===== config.mk =====
export PLATFORM = sky130hd
export DESIGN_NAME = wbuf_stall_ctrl
export DESIGN_NICKNAME = d
export VERILOG_FILES = /design/src/rtl/wbuf_pkg.sv /design/src/rtl/wbuf_cfg_reg.sv /design/src/rtl/wbuf_decide.sv /design/src/rtl/wbuf_fsm.sv /design/src/rtl/wbuf_stall_ctrl.sv
export SDC_FILE = /design/constraint.sdc
export NUM_CORES = 1
export LEC_CHECK = 0
export BUFFER_PORTS_ARGS = -buffer_cell sky130_fd_sc_hd__buf_2
export CAP_MARGIN = 20
export CORE_MARGIN = 2
export CORE_UTILIZATION = 29
export CTS_CLUSTER_DIAMETER = 80
export DETAILED_ROUTE_END_ITERATION = 8
export PLACE_DENSITY = 0.83
export SYNTH_ARGS = -nofsm -noshare
export SYNTH_HDL_FRONTEND = slang
export SYNTH_SLANG_ARGS = --single-unit

===== constraint.sdc =====
create_clock -name clk_i -period 1.68 [get_ports clk_i]
set_clock_uncertainty 0.2 [all_clocks]
set_input_delay 0.336 -clock clk_i [delete_from_list [all_inputs] [get_ports clk_i]]
set_output_delay 0.336 -clock clk_i [all_outputs]
set_load 0.05 [all_outputs]

===== src/rtl/wbuf_pkg.sv =====
package wbuf_pkg;

  typedef enum logic [2:0] {
    RGN_LOW = 3'd0,  // user / translated low half
    RGN_FX1 = 3'd1,  // fixed-mapped, cached
    RGN_FX2 = 3'd2,  // fixed-mapped, uncached
    RGN_TR3 = 3'd3,  // translated upper
    RGN_CTL = 3'd4   // control-register space
  } rgn_e;

  typedef enum logic {
    ST_IDLE = 1'b0,
    ST_WAIT = 1'b1
  } fsm_e;

  function automatic rgn_e rgn_of(input logic [2:0] top);
    case (top)
      3'b100:  return RGN_FX1;
      3'b101:  return RGN_FX2;
      3'b110:  return RGN_TR3;
      3'b111:  return RGN_CTL;
      default: return RGN_LOW;
    endcase
  endfunction

endpackage


===== src/rtl/wbuf_cfg_reg.sv =====
module wbuf_cfg_reg #(
  parameter int unsigned DATA_W   = 32,
  parameter int unsigned AREA_N   = 8,
  parameter int unsigned MODE_BIT = 31
) (
  input  logic              clk_i,
  input  logic              rst_ni,
  input  logic              we_i,
  input  logic [DATA_W-1:0] wdata_i,
  output logic              wide_mode_o,
  output logic [AREA_N-1:0] area_ub_o,
  output logic [DATA_W-1:0] rdata_o
);

  logic              mode_q;
  logic [AREA_N-1:0] ub_q;

  always_ff @(posedge clk_i or negedge rst_ni) begin
    if (!rst_ni) begin
      mode_q <= 1'b0;
      ub_q   <= '0;
    end else if (we_i) begin
      mode_q <= wdata_i[MODE_BIT];
      ub_q   <= wdata_i[AREA_N-1:0];
    end
  end

  // assemble read value; reserved bits tie to zero
  for (genvar b = 0; b < DATA_W; b++) begin : g_rd
    if (b == MODE_BIT) begin : g_mode
      assign rdata_o[b] = mode_q;
    end else if (b < AREA_N) begin : g_ub
      assign rdata_o[b] = ub_q[b];
    end else begin : g_rsv
      assign rdata_o[b] = 1'b0;
    end
  end

  assign wide_mode_o = mode_q;
  assign area_ub_o   = ub_q;

endmodule


===== src/rtl/wbuf_decide.sv =====
module wbuf_decide
  import wbuf_pkg::*;
#(
  parameter int unsigned ADDR_W   = 32,
  parameter int unsigned AREA_N   = 8,
  parameter int unsigned AREA_LSB = 26
) (
  input  logic [ADDR_W-1:0] addr_i,
  input  logic              cached_i,
  input  logic              wt_i,
  input  logic              mmu_en_i,
  input  logic              wide_mode_i,
  input  logic [AREA_N-1:0] area_ub_i,
  input  logic              fix_ub_i,
  input  logic              tlb_ub_i,
  output logic              need_stall_o
);

  localparam int unsigned IDX_W = $clog2(AREA_N);
  localparam int unsigned CTL_B = AREA_N - 1;

  logic [IDX_W-1:0] area_idx;
  rgn_e             rgn;
  logic             bypass;
  logic             narrow_ub;
  logic             wide_ub;

  assign area_idx = addr_i[AREA_LSB +: IDX_W];
  assign rgn      = rgn_of(addr_i[ADDR_W-1 -: 3]);
  assign bypass   = !cached_i || wt_i;

  assign narrow_ub = area_ub_i[area_idx];

  always_comb begin
    case (rgn)
      RGN_FX1, RGN_FX2: wide_ub = fix_ub_i;
      RGN_CTL:          wide_ub = area_ub_i[CTL_B];
      default:          wide_ub = mmu_en_i & tlb_ub_i;
    endcase
  end

  assign need_stall_o = bypass && (wide_mode_i ? wide_ub : narrow_ub);

endmodule


===== src/rtl/wbuf_fsm.sv =====
module wbuf_fsm
  import wbuf_pkg::*;
(
  input  logic clk_i,
  input  logic rst_ni,
  input  logic store_i,
  input  logic need_i,
  input  logic done_i,
  output logic stall_o,
  output logic wait_o
);

  fsm_e state_q, state_d;

  always_comb begin
    state_d = state_q;
    case (state_q)
      ST_IDLE: if (store_i && need_i) state_d = ST_WAIT;
      ST_WAIT: if (done_i)            state_d = ST_IDLE;
      default:                        state_d = ST_IDLE;
    endcase
  end

  always_ff @(posedge clk_i or negedge rst_ni) begin
    if (!rst_ni) state_q <= ST_IDLE;
    else         state_q <= state_d;
  end

  assign wait_o  = (state_q == ST_WAIT);
  // raise in the accept cycle, hold through the done cycle
  assign stall_o = wait_o || (store_i && need_i);

endmodule


===== src/rtl/wbuf_stall_ctrl.sv =====
module wbuf_stall_ctrl #(
  parameter int unsigned ADDR_W   = 32,
  parameter int unsigned DATA_W   = 32,
  parameter int unsigned AREA_N   = 8,
  parameter int unsigned AREA_LSB = 26,
  parameter int unsigned MODE_BIT = 31
) (
  input  logic              clk_i,
  input  logic              rst_ni,
  input  logic              cfg_we_i,
  input  logic [DATA_W-1:0] cfg_wdata_i,
  output logic [DATA_W-1:0] cfg_rdata_o,
  input  logic              st_valid_i,
  input  logic [ADDR_W-1:0] st_addr_i,
  input  logic              st_cached_i,
  input  logic              st_wt_i,
  input  logic              mmu_en_i,
  input  logic              fix_ub_i,
  input  logic              tlb_ub_i,
  input  logic              wr_done_i,
  output logic              stall_o
);

  logic              wide_mode;
  logic [AREA_N-1:0] area_ub;
  logic              need_stall;
  logic              wait_q;

  wbuf_cfg_reg #(
    .DATA_W  (DATA_W),
    .AREA_N  (AREA_N),
    .MODE_BIT(MODE_BIT)
  ) u_cfg (
    .clk_i      (clk_i),
    .rst_ni     (rst_ni),
    .we_i       (cfg_we_i),
    .wdata_i    (cfg_wdata_i),
    .wide_mode_o(wide_mode),
    .area_ub_o  (area_ub),
    .rdata_o    (cfg_rdata_o)
  );

  wbuf_decide #(
    .ADDR_W  (ADDR_W),
    .AREA_N  (AREA_N),
    .AREA_LSB(AREA_LSB)
  ) u_dec (
    .addr_i      (st_addr_i),
    .cached_i    (st_cached_i),
    .wt_i        (st_wt_i),
    .mmu_en_i    (mmu_en_i),
    .wide_mode_i (wide_mode),
    .area_ub_i   (area_ub),
    .fix_ub_i    (fix_ub_i),
    .tlb_ub_i    (tlb_ub_i),
    .need_stall_o(need_stall)
  );

  wbuf_fsm u_fsm (
    .clk_i  (clk_i),
    .rst_ni (rst_ni),
    .store_i(st_valid_i),
    .need_i (need_stall),
    .done_i (wr_done_i),
    .stall_o(stall_o),
    .wait_o (wait_q)
  );

endmodule


==> metrics.txt, run 1 <==
max_cap viols 0; compound-cell area share of the yosys netlist 0.0879; crit path time final 2.06 ns; Final WS setup -0.383 ns; Arrival @ worst endpoint between 1.5 and 2 ns; Die Y 53.5 um; ratio of cells with drive above 1 in the final layout 0.593; CORE AREA 2280 um2; Via Count 575; period utilization 1.23; Initial DRT Pass Iterations 2; Slew Limit Fails 0; Adder-Cell Fraction of Synth Area 0; Post-Syn Area just over 700 um2; first-pass GRT wire length 2250 um; clk buf depth 2; Congestion Overflow GR 0; P_leak 0.504 nW; Power, Total about 0.90 mW; most common cell after layout, fill and taps aside buf_2; Fin. Hold Viols 0; Final setup viols 1; critical path fanouts, max 4; Die ar. 2870 um2; Seq cells post-synth 10; kind of end point of the critical path output pin; DRT Wirelength ~1400 um; Routed Antenna Nets 0; Num CTS Buffers 3; Worst-Skew Late Latency 0.25 ns; total clock sinks 10; Die Wd 53.5 um; post-detail-place hpwl 1220 um; Iteration-0 DRC Markers 5; xor/xnor share of the synthesized area 0; Synth Warn # 0; pin count of the biggest net entering global routing 11; outcome complete, but fails checks; RSZ-0062 raised after global routing yes; Remaining DRCs 0; total negative setup slack -0.383 ns; Synth Flop Type dfrtp_1; area grow syn2layout 33.0%; clock root cell clkbuf_4; initial antenna violation count 0; Hold WC Path Type in -> reg; syn_area_per_cell 10.3 um2; Pwr per Cell Area ~950 nW/um2; Yosys top cell by area dfrtp_1; post-synthesis simple-gate area fraction 0.0773; commonest non-fill, non-tap cells in the layout buf_2, conb_1, buf_4, mux2_2, dfrtp_2; clock-pin slew on the worst setup and hold paths 0.07 ns; Critical Path, Cell by Cell mux2i_1, o22ai_1, o311ai_2, nand3_4, buf_6; slowest stage delay, CP between 0.4 and 0.5 ns; Synth async-reset ratio 1.00; critical path class reg -> out; Mapped Cells 69; peak supply drop 0.477 mV; vias in the first global route 579; Port Buffer Count 34; CTS tree yes; CP max-delay cell dfrtp_2; kind of start point of the critical path register; Critical Path RT between 1 and 1.5 ns; cell row count 17; post-synthesis mux area share 0.197; Wirelength per Cell 10.1 um; nets@finish 189; total global-route track usage 0.110; initial core utilization 0.313; htree depth 1; Post-synth EDFFs 0; # diodes 0; area share of the largest cell type after synthesis 0.351; RePlAce Congestion 0.735; Max Freq 0.485 GHz; failing checks setup timing; Unique masters post-synth 22; Ports 107; mean number of vias per cell 4.08; register area share after synthesis 0.351; top cells by area, synth dfrtp_1, buf_4, mux2_2; largest family of logic cells by synthesized area buffers and inverters
-- path summary, 6_finish.rpt --
path / from / to / slack, ns / depth (start not counted)
setup reg to reg: u_cfg.area_ub_o[7] / u_fsm.wait_o / 0.15 / 5
hold / removal: cfg_wdata_i[31] / u_cfg.wide_mode_o / 0.1 / 3
max in group asynchronous: rst_ni / u_cfg.area_ub_o[1] / 0.79 / 2
hold reg to reg: u_fsm.wait_o / u_fsm.wait_o / 0.34 / 2
setup / recovery: u_cfg.area_ub_o[7] / stall_o / -0.38 / 5
min in group asynchronous: rst_ni / u_fsm.wait_o / 0.27 / 2
-- power by group --
group	internal (mW)	total [mW]	switching, mW	leakage, nW
registers	0.277	0.295	0.0180	0.110
logic	0.133	0.448	0.315	0.380
clock network	0.0824	0.161	0.0784	0.0138
total	0.492	0.904	0.412	0.504
-- through the flow --
stage	instance area, um2	util	setup WS, ns	instances	hold WS, ns
3_5_place_dp	905	0.397	-0.309	137	0.00672
6_report	947	0.416	-0.383	141	0.0954
2_1_floorplan	817	-	-0.187	91	-0.160
3_3_place_gp	905	0.397	-0.302	137	0.000261
5_1_grt	947	0.416	-0.501	141	0.0981
4_1_cts	943	0.415	-0.456	141	0.0888
-- kinds of logic (layout without fill, tap and decap cells) --
logic type / Yosys count / count (layout)
AO/OA/AOI/OAI: 7 / 7
buffers and inverters: 29 / 51
flip-flops: 10 / 10
multiplexers: 13 / 13
other: 1 / 23
AND/OR/NAND/NOR: 9 / 9
-- sequential cells by signal (all words and copies together), names as in the netlist --
signal             flops
u_cfg.wide_mode_o      1
u_cfg.area_ub_o        8
u_fsm.wait_o           1
-- metal layers --
metal | share of wire | GRT usage
met1 | 0.36 | 0.107
met2 | 0.50 | 0.214
met3 | 0.13 | 0.0250
met4 | 0.0070 | 0.0513
met5 | 0 | 0
-- critical path: cells and delay by family (launching register included) --
kind                   cells  cell delay (ns)
buffers and inverters      1             0.17
AOI/OAI and AO/OA          2             0.43
muxes                      1             0.14
and+or+nand+nor            1             0.10
DFF                        1             0.42
-- Yosys cell counts (2+ instances only) --
library cell  number
dfrtp_1           10
mux2_2             8
inv_1              3
buf_4             24
nor3_1             2
nand2_1            2
mux2i_1            5
-- area by class of cell --
class                   instances  area, um2
clock buffers                   3       22.5
inverters                       4       15.0
flip-flops and latches         10        260
fillers                       220       1330
multi-input cells              52        360
well taps                      28       35.0
repair buffers                 44        254
-- what timing repair did --
item / 4_1_cts / 5_1_grt
setup endpoints to repair: 1 / 1
endpoints found under the hold margin: 10 / 0
buffers inserted: 0 / 0
gates resized for setup: 2 / 1
gates cloned: 0 / 0
hold buffers: 1 / 0
pin swaps: 1 / 1
Power figures use the tool's default switching activity.
==> run 2, diff against run 1 <==
--- a/config.mk
+++ b/config.mk
@@ -11,7 +11,7 @@
 export CORE_UTILIZATION = 29
 export CTS_CLUSTER_DIAMETER = 80
 export DETAILED_ROUTE_END_ITERATION = 8
-export PLACE_DENSITY = 0.83
+export PLACE_DENSITY = 0.8
 export SYNTH_ARGS = -nofsm -noshare
 export SYNTH_HDL_FRONTEND = slang
 export SYNTH_SLANG_ARGS = --single-unit
==> run 2 against run 1 <==
Against the previous run: highest routed layer unchanged; critical path type unchanged; utilization up 0.16 points; die area unchanged; critical path depth unchanged; the flow still finishes with violations (setup timing).
==> metrics.txt, run 2 (synthesis gave the netlist of run 1 again) <==
outcome complete, but fails checks; failing checks setup timing; vias in the first global route 519; critical path fanouts, max 2; Congestion Overflow GR 0; pin count of the biggest net entering global routing 11; Die ar. 2870 um2; post-detail-place hpwl roughly 1200 um; CORE AREA 2280 um2; # diodes 0; max_cap viols 0; most common cell after layout, fill and taps aside buf_2; Max Freq 0.482 GHz; Remaining DRCs 0; kind of start point of the critical path register; commonest non-fill, non-tap cells in the layout buf_2, conb_1, buf_4, mux2_2, dfrtp_2; critical path class reg -> out; cell row count 17; clk buf depth 2; Die Wd 53.5 um; Slew Limit Fails 0; number of flip-flops in the largest register 8; Placed Cells 137; P_leak 0.510 nW; crit path time final 2.07 ns; Place WS -0.315 ns; Iteration-0 DRC Markers 1; Routed Antenna Nets 0; total clock sinks 10; clock-pin slew on the worst setup and hold paths about 0.06 ns; Pwr per Cell Area 953 nW/um2; DRT Wirelength 1380 um; Die Y ~54 um; ratio of cells with drive above 1 in the final layout 0.588; Wirelength per Cell approximately 9.7 um; RSZ-0062 raised after global routing yes; area grow syn2layout 33.6%; RePlAce Congestion 0.744; Final setup viols 1; mean number of vias per cell 4.16; Via Count 591; total global-route track usage 0.103; Num CTS Buffers 3; Critical Path RT 1.14 ns; CTS tree yes; htree depth 1; Worst-Skew Late Latency 0.27 ns; initial core utilization 0.313; Final WS setup -0.393 ns; Initial DRT Pass Iterations 2; Ports 107; first-pass GRT wire length 2080 um; nets@finish 190; clock root cell clkbuf_4; Reg2Reg Setup Slack 0.11 ns; period utilization 1.23; peak supply drop 0.586 mV; Port Buffer Count 34; Arrival @ worst endpoint 1.54 ns; initial antenna violation count 0; Fin. Hold Viols 0; kind of end point of the critical path output pin; final hold slack roughly 0.085 ns; Hold WC Path Type in -> reg; final std cells w/o fill 142
[run 2: path summary, 6_finish.rpt]
check	start	endpoint	depth (start not counted)
hold / removal	cfg_wdata_i[31]	u_cfg.wide_mode_o	3
hold reg to reg	u_fsm.wait_o	u_fsm.wait_o	2
setup reg to reg	u_cfg.area_ub_o[5]	u_fsm.wait_o	5
min in group asynchronous	rst_ni	u_cfg.wide_mode_o	2
setup / recovery	u_cfg.area_ub_o[5]	stall_o	5
max in group asynchronous	rst_ni	u_cfg.area_ub_o[5]	2
[run 2: final cells by class]
cell class	count	area, um2
fillers	230	1330
inverters	4	15.0
multi-input cells	52	357
clock buffers	3	22.5
repair buffers	45	262
flip-flops and latches	10	260
well taps	28	35.0
[run 2: per-stage QoR]
| step | utilization | TNS (ns) | total power [mW] | cell area, um2 |
|---|---|---|---|---|
| global placement | 0.397 | -0.304 | 0.721 | 905 |
| CTS | 0.418 | -0.452 | 0.917 | 951 |
| detailed placement | 0.397 | -0.315 | 0.729 | 905 |
| global route | 0.418 | -0.491 | 0.950 | 951 |
| finish | 0.418 | -0.393 | 0.906 | 951 |
| floorplan | - | -0.187 | 0.664 | 817 |
[run 2: critical path, stage by stage (launching register included)]
cell and delay, ns:
dfrtp_2 0.40, mux2i_1 0.16, nor3b_2 0.07, o311ai_2 0.36, nand3_4 0.11, buf_6 0.17
[run 2: repair_timing]
item | CTS | global route
gates resized for setup | 2 | 0
hold endpoints to repair | 10 | 0
hold buffers | 1 | 0
endpoints found under the setup margin | 1 | 1
setup buffers | 1 | 0
pin swaps | 1 | 1
[run 2: metal layers]
metal	global-route usage	wire length, um	vias to the layer above
li1	-	-	277
met1	0.103	534	259
met2	0.191	629	52
met3	0.0139	190	3
met4	0.0769	28	0
met5	0	0	-
[run 2: where the power goes]
part	internal, mW	leakage (nW)	switching (mW)
clock	0.0828	0.0138	0.0817
combinational	0.133	0.386	0.314
sequential	0.277	0.110	0.0174
total	0.493	0.510	0.413
==> run 3, diff against run 2 <==
--- a/config.mk
+++ b/config.mk
@@ -7,11 +7,11 @@
 export LEC_CHECK = 0
 export BUFFER_PORTS_ARGS = -buffer_cell sky130_fd_sc_hd__buf_2
 export CAP_MARGIN = 20
-export CORE_MARGIN = 2
-export CORE_UTILIZATION = 29
+export CORE_UTILIZATION = 30
 export CTS_CLUSTER_DIAMETER = 80
 export DETAILED_ROUTE_END_ITERATION = 8
-export PLACE_DENSITY = 0.8
+export PLACE_DENSITY = 0.79
 export SYNTH_ARGS = -nofsm -noshare
 export SYNTH_HDL_FRONTEND = slang
+export SYNTH_HIERARCHICAL = 1
 export SYNTH_SLANG_ARGS = --single-unit
==> run 3 against run 2 <==
Against the previous run: critical path type unchanged; flip-flop and latch count unchanged; first-iteration DRC count rose to 5.0 times the previous value; critical endpoint unchanged; global-route usage down 0.41 points; via count decreased by 11%; clock power fell by 7%; sequential power shrank 4%; combinational power shrank 6.0%; design area increased by 1.6%; wire length decreased by 3.5%; fmax is 14% lower; cell count shrank 2.8%; the flow still finishes with violations (setup timing).
==> metrics.txt, run 3 <==
Unique masters post-synth 16; kind of end point of the critical path output pin; area grow syn2layout 24.3%; clock-pin slew on the worst setup and hold paths 0.06 ns; largest family of logic cells by synthesized area buffers and inverters; htree depth 1; max_cap viols 0; pin count of the biggest net entering global routing 11; WHS Path Cells 2; nets@finish 184; share of total power in sequential cells 0.331; compound-cell area share of the yosys netlist 0.0209; post-detail-place hpwl 1140 um; Critical Path RT 1.14 ns; crit path time final 2.41 ns; Port Buffer Count 34; ratio of cells with drive above 1 in the final layout 0.602; Synth Flop Type dfrtp_1; Iteration-0 DRC Markers 5; Synth async-reset ratio 1.00; P_leak 0.541 nW; most common cell after layout, fill and taps aside buf_2; hold path start wr_done_i; post-synthesis mux area share 0.269; Remaining DRCs 0; Seq cells post-synth 10; initial core utilization 0.317; Arrival @ worst endpoint 1.88 ns; Post-synth EDFFs 0; final std cells w/o fill 138; Largest delay share family, worst path multiplexers; vias in the first global route between 500 and 600; area of the multi-input gates 360 um2; Stages on worst setup path 6; Mapped Cells 67; Num CTS Buffers 3; Final WS setup -0.731 ns; peak supply drop 0.532 mV; total negative setup slack -1.02 ns; FF/Latch Area 250 um2; area share of the largest cell type after synthesis 0.322; Power, Total 0.857 mW; RSZ-0062 raised after global routing yes; CTS tree yes; DRT Wirelength ~1300 um; Critical Path, Cell by Cell mux4_2, mux2_4, o221a_1, nand2_2, nand2b_4, buf_6; Switching Fraction 0.420; Adder-Cell Fraction of Synth Area 0; Die Y 52.9 um; Die ar. 2800 um2; Fin. Hold Viols 0; NetSw 0.360 mW; Ports ~110; Hold WC Path Type in -> reg; Worst Path Buf+Inv 1; FILL cells 255; Slew Limit Fails 0; Post-Syn Area ~800 um2; first-pass GRT wire length ~2000 um; FF-to-FF path depth 6; total global-route track usage 0.0988; Wirelength per Cell between 9 and 10 um; initial antenna violation count 0; period utilization 1.44; # diodes 0; Via Count 527; CP max-delay cell mux4_2; critical path fanouts, max 2; Final setup viols 3; Max Freq 0.415 GHz; Synth Warn # 6; Internal Dissipation 0.497 mW; Die Wd 52.9 um; register area share after synthesis 0.322; Worst-Skew Late Latency 0.25 ns; clock share of power 0.180; post-synthesis simple-gate area fraction 0.0548; crit path from u_cfg/area_ub_o[5]; clock root cell clkbuf_4; commonest non-fill, non-tap cells in the layout buf_2, conb_1, buf_4, mux2_4, dfrtp_1; Final Util 0.393; kind of start point of the critical path register; syn_area_per_cell 11.6 um2; outcome complete, but fails checks; most common cell in the synthesized netlist buf_4; critical path class reg -> out; top cells by area, synth dfrtp_1, buf_4, mux2_4; Yosys top cell by area dfrtp_1; xor/xnor share of the synthesized area 0; total clock sinks 10; Congestion Overflow GR 0; cell row count 18; R2R Path Start u_cfg/area_ub_o[5]; Placed Cells 131; Initial DRT Pass Iterations 2; RePlAce Congestion 0.680; slowest stage delay, CP 0.46 ns; Routed Antenna Nets 0; number of flip-flops in the largest register 8; clk buf depth 2; mean number of vias per cell 3.82; most common library cells after synthesis buf_4, dfrtp_1, mux2_4; Pwr per Cell Area 888 nW/um2; failing checks setup timing; combinational share of power 0.490; CORE AREA 2450 um2
[run 3: cell count changes in the layout (fill, tap and decap cells not counted), moves of 2 or more]
cell     before  now
mux2_4        0   10
dfrtp_1       2   10
dfrtp_2       8    0
mux2_2        8    0
buf_4        10   14
mux2i_1       5    1
inv_1         3    1
mux4_2        0    2
nor3_1        2    0
[run 3: layer usage]
metal,GRT usage,vias up,part of all wire
met5,0,-,0
met4,0.0395,0,0
met3,0.0201,0,0.11
met2,0.186,43,0.49
met1,0.106,232,0.40
li1,-,252,-
[run 3: stage by stage]
| stage | hold slack [ns] | setup WS [ns] | cell area [um2] |
|---|---|---|---|
| final | 0.0551 | -0.731 | 966 |
| after global routing | 0.0677 | -0.785 | 966 |
| after CTS | 0.0541 | -0.755 | 951 |
| after detailed placement | 0.00647 | -0.618 | 905 |
| after global placement | 0.000477 | -0.602 | 905 |
| after floorplan | -0.160 | -0.362 | 866 |
[run 3: path summary, 6_finish.rpt]
| kind | to | slack [ns] |
|---|---|---|
| max | stall_o | -0.73 |
| min | u_fsm/wait_o | 0.06 |
| max reg2reg | u_fsm/wait_o | -0.21 |
| min reg2reg | u_fsm/wait_o | 0.27 |
| max in group asynchronous | u_cfg/area_ub_o[7] | 0.83 |
| min in group asynchronous | u_cfg/area_ub_o[5] | 0.26 |
[run 3: power by group through the flow]
stage	logic [mW]	registers (mW)	clock network (mW)
2_1_floorplan	0.371	0.286	0
3_3_place_gp	0.398	0.287	0
3_5_place_dp	0.402	0.288	0
4_1_cts	0.416	0.284	0.159
5_1_grt	0.443	0.287	0.165
6_report	0.420	0.283	0.154
[run 3: cell type report]
type	instances	share of cell area
clock buffer	3	0.0233
inverter	1	0.00389
multi-input combinational	45	0.373
sequential	10	0.259
tap	30	0.0389
timing repair buffer	49	0.302
[run 3: timing repair]
item,in CTS,in global routing
endpoints found under the hold margin,10,0
gates resized for setup,2,0
endpoints found under the setup margin,2,2
buffers inserted,1,2
hold buffers,1,0
[run 3: worst reg2reg max path: stages, from the launching register on]
cell and delay (ns):
dfrtp_1 0.38, mux4_2 0.46, mux2_4 0.28, o221a_1 0.22, nand2_2 0.09, buf_4 0.11, mux2i_1 0.05
[run 3: cell families after synthesis]
| logic type | count (synthesis) |
|---|---|
| other cells | 1 |
| buf+inv | 34 |
| flops | 10 |
| simple gates | 7 |
| compound gates | 2 |
| mux | 13 |
